File: src/rtl/at_chk_pkg.sv
package at_chk_pkg;

    typedef enum logic [1:0] {
        VRD_PASS  = 2'b00,
        VRD_MALF  = 2'b01,
        VRD_UNSUP = 2'b10
    } vrd_e;

    typedef enum logic [1:0] {
        CLS_UNTRANS = 2'b00,
        CLS_XREQ    = 2'b01,
        CLS_XLATED  = 2'b10,
        CLS_NONE    = 2'b11
    } cls_e;

    localparam logic [1:0] ADT_DEFAULT = 2'b00;
    localparam logic [1:0] ADT_REQUEST = 2'b01;
    localparam logic [1:0] ADT_DONE    = 2'b10;
    localparam logic [1:0] ADT_RSVD    = 2'b11;

endpackage

File: src/rtl/at_hdr_decode.sv
module at_hdr_decode
    import at_chk_pkg::*;
(
    input  logic [31:0] dw0,
    input  logic        blk_en,
    input  logic        rid_hit,
    output vrd_e        vrd,
    output cls_e        cls
);

    logic [2:0] fmt;
    logic [4:0] typ;
    logic [1:0] adt;
    logic       is_mem;
    logic       is_atomic;
    logic       is_mrd;
    logic       bad_rsvd;
    logic       bad_kind;
    logic       bad_req;
    logic       malformed;
    logic       blocked;
    logic       unused_hdr_bits;

    assign fmt = dw0[31:29];
    assign typ = dw0[28:24];
    assign adt = dw0[11:10];
    assign unused_hdr_bits = ^{dw0[23:12], dw0[9:0]};

    always_comb begin
        is_mem    = (typ == 5'b00000) || (typ == 5'b00001);
        is_atomic = (typ == 5'b01100) || (typ == 5'b01101) || (typ == 5'b01110);
        is_mrd    = (typ == 5'b00000) && (fmt[2:1] == 2'b00);
    end

    always_comb begin
        bad_rsvd  = (adt == ADT_RSVD);
        bad_kind  = (adt != ADT_DEFAULT) && !(is_mem || is_atomic);
        bad_req   = (adt == ADT_REQUEST) && !is_mrd;
        malformed = bad_rsvd || bad_kind || bad_req;
        blocked   = blk_en && (adt != ADT_DEFAULT) && !rid_hit;
    end

    always_comb begin
        if (malformed) begin
            vrd = VRD_MALF;
        end else if (blocked) begin
            vrd = VRD_UNSUP;
        end else begin
            vrd = VRD_PASS;
        end
    end

    always_comb begin
        if (malformed) begin
            cls = CLS_NONE;
        end else begin
            unique case (adt)
                ADT_DEFAULT: cls = CLS_UNTRANS;
                ADT_REQUEST: cls = CLS_XREQ;
                ADT_DONE:    cls = CLS_XLATED;
                default:     cls = CLS_NONE;
            endcase
        end
    end

endmodule

File: config.mk
export PLATFORM = sky130hd
export DESIGN_NAME = at_hdr_decode
export DESIGN_NICKNAME = d
export VERILOG_FILES = /design/src/rtl/at_chk_pkg.sv /design/src/rtl/at_hdr_decode.sv
export SDC_FILE = /design/constraint.sdc
export NUM_CORES = 1
export LEC_CHECK = 0
export ABC_AREA = 1
export CAP_MARGIN = 20
export CELL_PAD_IN_SITES_DETAIL_PLACEMENT = 1
export CELL_PAD_IN_SITES_GLOBAL_PLACEMENT = 2
export CORE_AREA = 2 2 39 41
export DETAILED_ROUTE_END_ITERATION = 10
export DIE_AREA = 0 0 41 43
export PLACE_DENSITY_LB_ADDON = 0.1
export SLEW_MARGIN = 20
export SYNTH_ARGS = -nofsm -noshare
export SYNTH_HDL_FRONTEND = slang
export SYNTH_SLANG_ARGS = --single-unit
File: constraint.sdc
create_clock -name vclk -period 0.91
set_input_delay 0.182 -clock vclk [all_inputs]
set_output_delay 0.182 -clock vclk [all_outputs]
set_load 0.1 [all_outputs]
# --- Word-level counts from Yosys, hierarchy flattened ---
# Cells that the tools add are included.
totals:
  ff_bits: 0
  word_cells: 29
op_classes:
  eq_ne: 7
  muxes: 4
  n_reduce_logical: 18
op_table:
  columns: ["cell", "count"]
  rows:
  - ["$eq 5x4->1 const B", 3]
  - ["$logic_or 1x1->1", 6]
  - ["$mux 2", 3]
  - ["$pmux 2 s3", 1]
  - ["$eq 5x1->1 const B", 1]
  - ["$logic_and 1x1->1", 5]
  - ["$logic_not 5->1", 1]
  - ["$eq 2x2->1 const B", 2]
  - ["$logic_not 2->1", 2]
  - ["$logic_not 1->1", 3]
  - ["$eq 2x1->1 const B", 1]
  - ["$reduce_bool 2->1", 1]

# --- Logic depth before layout (Yosys ltp) ---
# Gate-level depths: netlist of the first run.
depth:
  word_depth: 9
  mapped_depth: 7
  depth_no_buf: 7

# --- Least setup slack after synthesis of the first run ---
# No wires, ideal clock.
synth_timing:
  path_type: "input port to output port"
  start: "in dw0[27]"
  end: "out vrd[1]"
  arrival_time_ps: 1337
  path_slack_ps: -609
  path_stages: 7
  n_path_buf: 0
  cell_sequence: "nor2_1 nand2_1 nand2_1 nand2_1 nand2_2 nand2_2 nor2_2"
synth_between:
  elab_chain_len: 9
  elab_cells_between_ends: 17
  cone_classes: "4 x eq/ne; 1 x mux; 12 x reduce/logical"
synth_rtl:
  columns: ["element", "line", "text"]
  rows:
  - ["start: declaration", "at_hdr_decode.sv:4", "input logic [31:0] dw0,"]
  - ["$eq 5x4->1", "at_hdr_decode.sv:31", "is_atomic = (typ == 5'b01100) || (typ == 5'b01101) || (typ == 5'b01110);"]
  - ["$logic_or 1x1->1 (2 in series)", "at_hdr_decode.sv:31", null]
  - ["$logic_or 1x1->1", "at_hdr_decode.sv:37", "bad_kind = (adt != ADT_DEFAULT) && !(is_mem || is_atomic);"]
  - ["$logic_not 1->1", "at_hdr_decode.sv:37", null]
  - ["$logic_and 1x1->1", "at_hdr_decode.sv:37", null]
  - ["$logic_or 1x1->1", "at_hdr_decode.sv:39", "malformed = bad_rsvd || bad_kind || bad_req;"]
  - ["$logic_or 1x1->1 (*)", "at_hdr_decode.sv:39", null]
  - ["via malformed", "at_hdr_decode.sv:20", "logic malformed;"]
  - ["$mux 2 (*)", "at_hdr_decode.sv:44", "if (malformed) begin"]
  - ["end: declaration", "at_hdr_decode.sv:7", "output vrd_e vrd,"]
# Mark *: on every way through the listed nets, which the timed path passes. The rest lies on a longest branch.

# --- Worst setup path in the final report of the first run ---
layout_timing:
  start: "in dw0[31]"
  end: "out vrd[1]"
layout_between:
  elab_chain_len: 6
layout_rtl:
  columns: ["element", "line", "text"]
  rows:
  - ["$logic_not 2->1", "at_hdr_decode.sv:32", "is_mrd = (typ == 5'b00000) && (fmt[2:1] == 2'b00);"]
  - ["$logic_and 1x1->1", "at_hdr_decode.sv:32", null]
  - ["$logic_not 1->1", "at_hdr_decode.sv:38", "bad_req = (adt == ADT_REQUEST) && !is_mrd;"]
  - ["$logic_and 1x1->1", "at_hdr_decode.sv:38", null]
  - ["$logic_or 1x1->1", "at_hdr_decode.sv:39", null]
  - ["$mux 2", "at_hdr_decode.sv:44", null]
# No other way between the ends.

==> results.sh, run 1 <==
export IMPL_status="finished with violations"
export IMPL_violations="setup timing"
export IMPL_setup_viol=4
export IMPL_end_kind="output pin"
export IMPL_critical_path_arrival_ns=1.01
export IMPL_dr_pass1_iters=1
export IMPL_hold_end="vrd[1]"
export IMPL_row_count=14
export IMPL_portBuffers=15
export IMPL_synthesis_nets=60
export IMPL_whs_path_depth=4
export IMPL_fillerInstances=178
export IMPL_vias_per_cell=3.54
export IMPL_vias=223
export IMPL_hp_start="rid_hit"
export IMPL_path_class="input pin to output pin"
export IMPL_synth_cells=26
export IMPL_layout_nets=83
export IMPL_die_area_um2=1760
export IMPL_drt_iter0_markers=0
export IMPL_grt_pass1_vias=208
export IMPL_antenna_cells=0
export IMPL_synth_area_um2=118
export IMPL_critPathMaxFanout=2
export IMPL_grt_pass1_wl_um=848
export IMPL_nClkBuffers=0
export IMPL_seq_area_frac_synth=0
export IMPL_place_gp_congestion=0.619
export IMPL_post_route_util=0.310
export IMPL_powerDensity_nw_per_um2=542
export IMPL_yosys_cell_types_count=9
export IMPL_postRouteAntennaNets=0
export IMPL_stdcell_count=63
export IMPL_dp_cells=59
export IMPL_syn_area_per_cell_um2=4.52
export IMPL_hold_buffers=0
export IMPL_die_x_um=41
export IMPL_final_hold_violation_count=0
export IMPL_rsz0062_at_grt="yes"
export IMPL_drt_total_wl_um=492
export IMPL_maxSlewHeadroom=0.914
export IMPL_post_route_cell_area_um2=429
export IMPL_leakage_nw=0.229
export IMPL_crit_path_start_kind="input pin"
export IMPL_grt_usage=0.0649
export IMPL_drc=0
export IMPL_avgRoutedWirePerCell_um=7.81
export IMPL_setup_ws_ns=-0.278
export IMPL_dp_hpwl_um=443
export IMPL_worstMarginPinSlew_ns=0.128
export IMPL_p_total_mw=0.232
export IMPL_drive_above_1_share=0.809
export IMPL_hp_class="input pin to output pin"
export IMPL_flops_and_latches=0
export IMPL_overflow=0
export IMPL_chipHeight_um=43
export IMPL_cp_required_ns=0.73
export IMPL_synth_warning_count=0
export IMPL_core_area_um2=1380
export IMPL_drv_cap=0
export IMPL_peakVddDrop_uv=132
export IMPL_slew_viol_final=0
export IMPL_layout_min_cycle_time_ns=1.19
export IMPL_initial_utilization=0.0850
export IMPL_ios=38
export IMPL_regArea_um2=0
export IMPL_grt_antenna_before_repair=0
export IMPL_placed_area_um2=370
export IMPL_period_share=1.31
export IMPL_grt_max_degree=4
export IMPL_area_growth_pct=265
export IMPL_fmax_mhz=842
[report_power, final]
group	internal, mW	switching [mW]	leakage [nW]
Sequential	0	0	0
Combinational	0.109	0.124	0.229
Clock	0	0	0
[placed cells by master, fill, tap and decap left out]
| master | instances |
|---|---|
| a21oi_2 | 1 |
| buf_12 | 5 |
| buf_2 | 5 |
| buf_4 | 6 |
| buf_6 | 3 |
| clkdlybuf4s15_2 | 1 |
| dlymetal6s2s_1 | 2 |
| inv_1 | 2 |
| inv_2 | 4 |
| nand2_1 | 3 |
| nand2_2 | 6 |
| nand2_4 | 3 |
| nand3_2 | 1 |
| nand3b_1 | 1 |
| nor2_1 | 1 |
| nor2_4 | 3 |
[layer usage]
metal,wire length (µm),track usage
met5,0,0
met4,0,0
met1,156,0.0918
met3,26,0
met2,309,0.113
[per-stage QoR]
stage / hold WS [ns] / setup WS (ns) / TNS [ns]
floorplan: 0.607 / -0.335 / -0.731
global placement: 1.09 / -0.684 / -2.46
detailed placement: 1.12 / -0.709 / -2.52
CTS: 0.899 / -0.359 / -1.11
global route: 0.816 / -0.342 / -1.14
finish: 0.798 / -0.278 / -0.917
[timing repair]
item,in CTS,in global routing
pin swaps,11,11
setup buffers,4,0
setup endpoints to repair,4,4
gates resized for setup,43,9
[logic make-up after synthesis]
group                  Yosys count  synth area share
AOI/OAI and AO/OA                1            0.0425
buffers and inverters            7             0.255
and+or+nand+nor                 18             0.702
[synth_stat cells, drive strengths merged]
cell	n	area [µm²]
a21oi	1	5.00
buf	1	7.51
inv	6	22.5
nand2	12	52.6
nand3	1	5.00
nand3b	1	7.51
nor2	4	17.5
[layout make-up]
class / instances / area, µm² / share of cell area
timing repair buffer: 22 / 240 / 0.560
multi-input combinational: 19 / 146 / 0.341
inverter: 6 / 22.5 / 0.0525
tap: 16 / 20.0 / 0.0466
[critical path, cell delays in order]
cell and delay, ns:
buf_6 0.09, nor2_4 0.08, nand2_1 0.05, nor2_1 0.10, nand2_2 0.08, nand2_4 0.07
nand2_4 0.06, nor2_4 0.10, buf_12 0.18
[worst max path at each step]
| stage | from | to | slack, ns | cells past startpoint |
|---|---|---|---|---|
| 6_report | dw0[31] | vrd[1] | -0.28 | 9 |
| 5_1_grt | dw0[24] | vrd[1] | -0.34 | 9 |
| 4_1_cts | dw0[30] | vrd[1] | -0.36 | 9 |
| 3_3_place_gp | dw0[27] | vrd[1] | -0.68 | 9 |
| 3_5_place_dp | dw0[27] | vrd[1] | -0.71 | 9 |
| 2_1_floorplan | dw0[27] | vrd[1] | -0.33 | 7 |
(Power assumes the default switching activity.)
==> run 2, diff against run 1 <==
- REMOVE_ABC_BUFFERS: default -> 1
- clock period: 0.91 -> 1.45 ns (I/O delays scaled with it)
==> run 2 against run 1 <==
The flow now finishes without violations. Die area unchanged. Critical path depth down 2. Design area down 11%. Critical path type unchanged. Largest cell class unchanged.
==> results.sh, run 2 (synthesized netlist as in run 1, its figures left out) <==
export IMPL_p_sw_frac=0.549
export IMPL_powerDensity_nw_per_um2=349
export IMPL_period_share=0.959
export IMPL_vias_per_cell=3.39
export IMPL_hp_start="dw0[24]"
export IMPL_dr_pass1_iters=3
export IMPL_postRouteAntennaNets=0
export IMPL_regArea_um2=0
export IMPL_crit_chain="dlygate4sd2_1 -> inv_2 -> nand2_4 -> nand2_4 -> nand2_4 -> nor2_4 -> buf_12"
export IMPL_ios=38
export IMPL_area_growth_pct=224
export IMPL_power_switching_mw=0.0731
export IMPL_fmax_mhz=719
export IMPL_vias=207
export IMPL_nClkBuffers=0
export IMPL_leakage_nw=0.205
export IMPL_crit_top_cell="nand2_4"
export IMPL_die_area_um2=1760
export IMPL_initial_utilization=0.0850
export IMPL_fillerInstances=173
export IMPL_grt_max_degree=4
export IMPL_internal_power_mw=0.0601
export IMPL_dp_hpwl_um=411
export IMPL_avgRoutedWirePerCell_um=7.85
export IMPL_setup_viol=0
export IMPL_layout_nets=81
export IMPL_drt_iter0_markers=2
export IMPL_hold_buffers=0
export IMPL_worstMarginPinSlew_ns=0.134
export IMPL_clkPwrFrac=0
export IMPL_peakVddDrop_uv=83.9
export IMPL_drc=0
export IMPL_rsz0062_at_grt="no"
export IMPL_place_gp_congestion=0.648
export IMPL_final_common_cell="nand2_1"
export IMPL_end_kind="output pin"
export IMPL_power_frac_seq=0
export IMPL_drt_total_wl_um=479
export IMPL_cp_required_ns=1.16
export IMPL_maxSlewHeadroom=0.910
export IMPL_final_cell_mix="nand2_1, buf_6, buf_2, buf_12, buf_4"
export IMPL_comb_power_share=1.000
export IMPL_antenna_cells=0
export IMPL_layout_min_cycle_time_ns=1.39
export IMPL_die_x_um=41
export IMPL_chipHeight_um=43
export IMPL_grt_antenna_before_repair=0
export IMPL_status="finished clean"
export IMPL_portBuffers=15
export IMPL_critical_path_arrival_ns=1.10
export IMPL_grt_pass1_wl_um=800
export IMPL_critPathMaxFanout=3
export IMPL_whs_ns=1.10
export IMPL_row_count=14
export IMPL_crit_slowest_cell="dlygate4sd2_1"
export IMPL_grt_pass1_vias=208
export IMPL_crit_path_start_kind="input pin"
export IMPL_path_class="input pin to output pin"
export IMPL_overflow=0
export IMPL_drive_above_1_share=0.644
export IMPL_slew_viol_final=0
export IMPL_finalSetupTns_ns=0
export IMPL_core_area_um2=1380
export IMPL_flops_and_latches=0
export IMPL_final_hold_violation_count=0
export IMPL_whs_path_depth=7
export IMPL_grt_usage=0.0609
export IMPL_max_stage_delay_ns=0.25
export IMPL_hold_end="vrd[1]"
export IMPL_drv_cap=0
export IMPL_hp_class="input pin to output pin"
export IMPL_multi_input_comb_area_um2=126
run 2: cell types whose count changed in the layout (fill, tap and decap cells not counted), sizes merged:
cell           change
buf                -2
clkdlybuf4s15      -1
dlygate4sd2        +3
dlymetal6s2s       -2
run 2: metal layers:
layer | GRT usage | share of wire
met5 | 0 | 0
met4 | 0 | 0
met3 | 0 | 0.061
met2 | 0.116 | 0.57
met1 | 0.0759 | 0.37
run 2: layout make-up:
class | count | area share
repair buffers | 20 | 0.557
well taps | 16 | 0.0525
inverters | 6 | 0.0590
multi-input cells | 19 | 0.331
run 2: through the flow:
| stage | setup slack [ns] | instance area [µm²] | power [mW] | std cells | utilization |
|---|---|---|---|---|---|
| CTS | 0.00139 | 335 | 0.119 | 60 | 0.242 |
| global route | 0.000311 | 382 | 0.142 | 61 | 0.276 |
| floorplan | -0.700 | 110 | 0.0570 | 25 | - |
| finish | 0.0600 | 382 | 0.133 | 61 | 0.276 |
| global placement | -0.309 | 335 | 0.119 | 58 | 0.242 |
| detailed placement | -0.315 | 335 | 0.120 | 58 | 0.242 |
run 2: timing repair:
item,CTS,global route
gates resized for setup,40,10
setup buffers,2,1
setup endpoints to repair,4,3
pin swaps,12,11
run 2: worst max path at each step:
| stage | startpoint | endpoint | slack, ns | cells past startpoint |
|---|---|---|---|---|
| detailed placement | dw0[27] | vrd[1] | -0.32 | 9 |
| global placement | dw0[27] | vrd[1] | -0.31 | 9 |
| global route | dw0[10] | vrd[1] | 0.0003 | 7 |
| finish | dw0[10] | vrd[1] | 0.06 | 7 |
| floorplan | dw0[27] | vrd[1] | -0.70 | 7 |
| CTS | dw0[30] | vrd[1] | 0.001 | 9 |
run 2: critical path: cells and delay by family:
kind                   cells  cell delay, ns
buffers and inverters      3            0.51
AND/OR/NAND/NOR            4            0.29
run 2: power by group through the flow:
stage | sequential, mW | clock, mW | combinational [mW]
2_1_floorplan | 0 | 0 | 0.0570
3_5_place_dp | 0 | 0 | 0.120
6_report | 0 | 0 | 0.133
3_3_place_gp | 0 | 0 | 0.119
5_1_grt | 0 | 0 | 0.142
4_1_cts | 0 | 0 | 0.119
==> run 3, diff against run 2 <==
- SLEW_MARGIN: 20 -> 25
==> results of run 3 <==
Same layout as run 2: the final DEF is identical, and so are final timing and power.
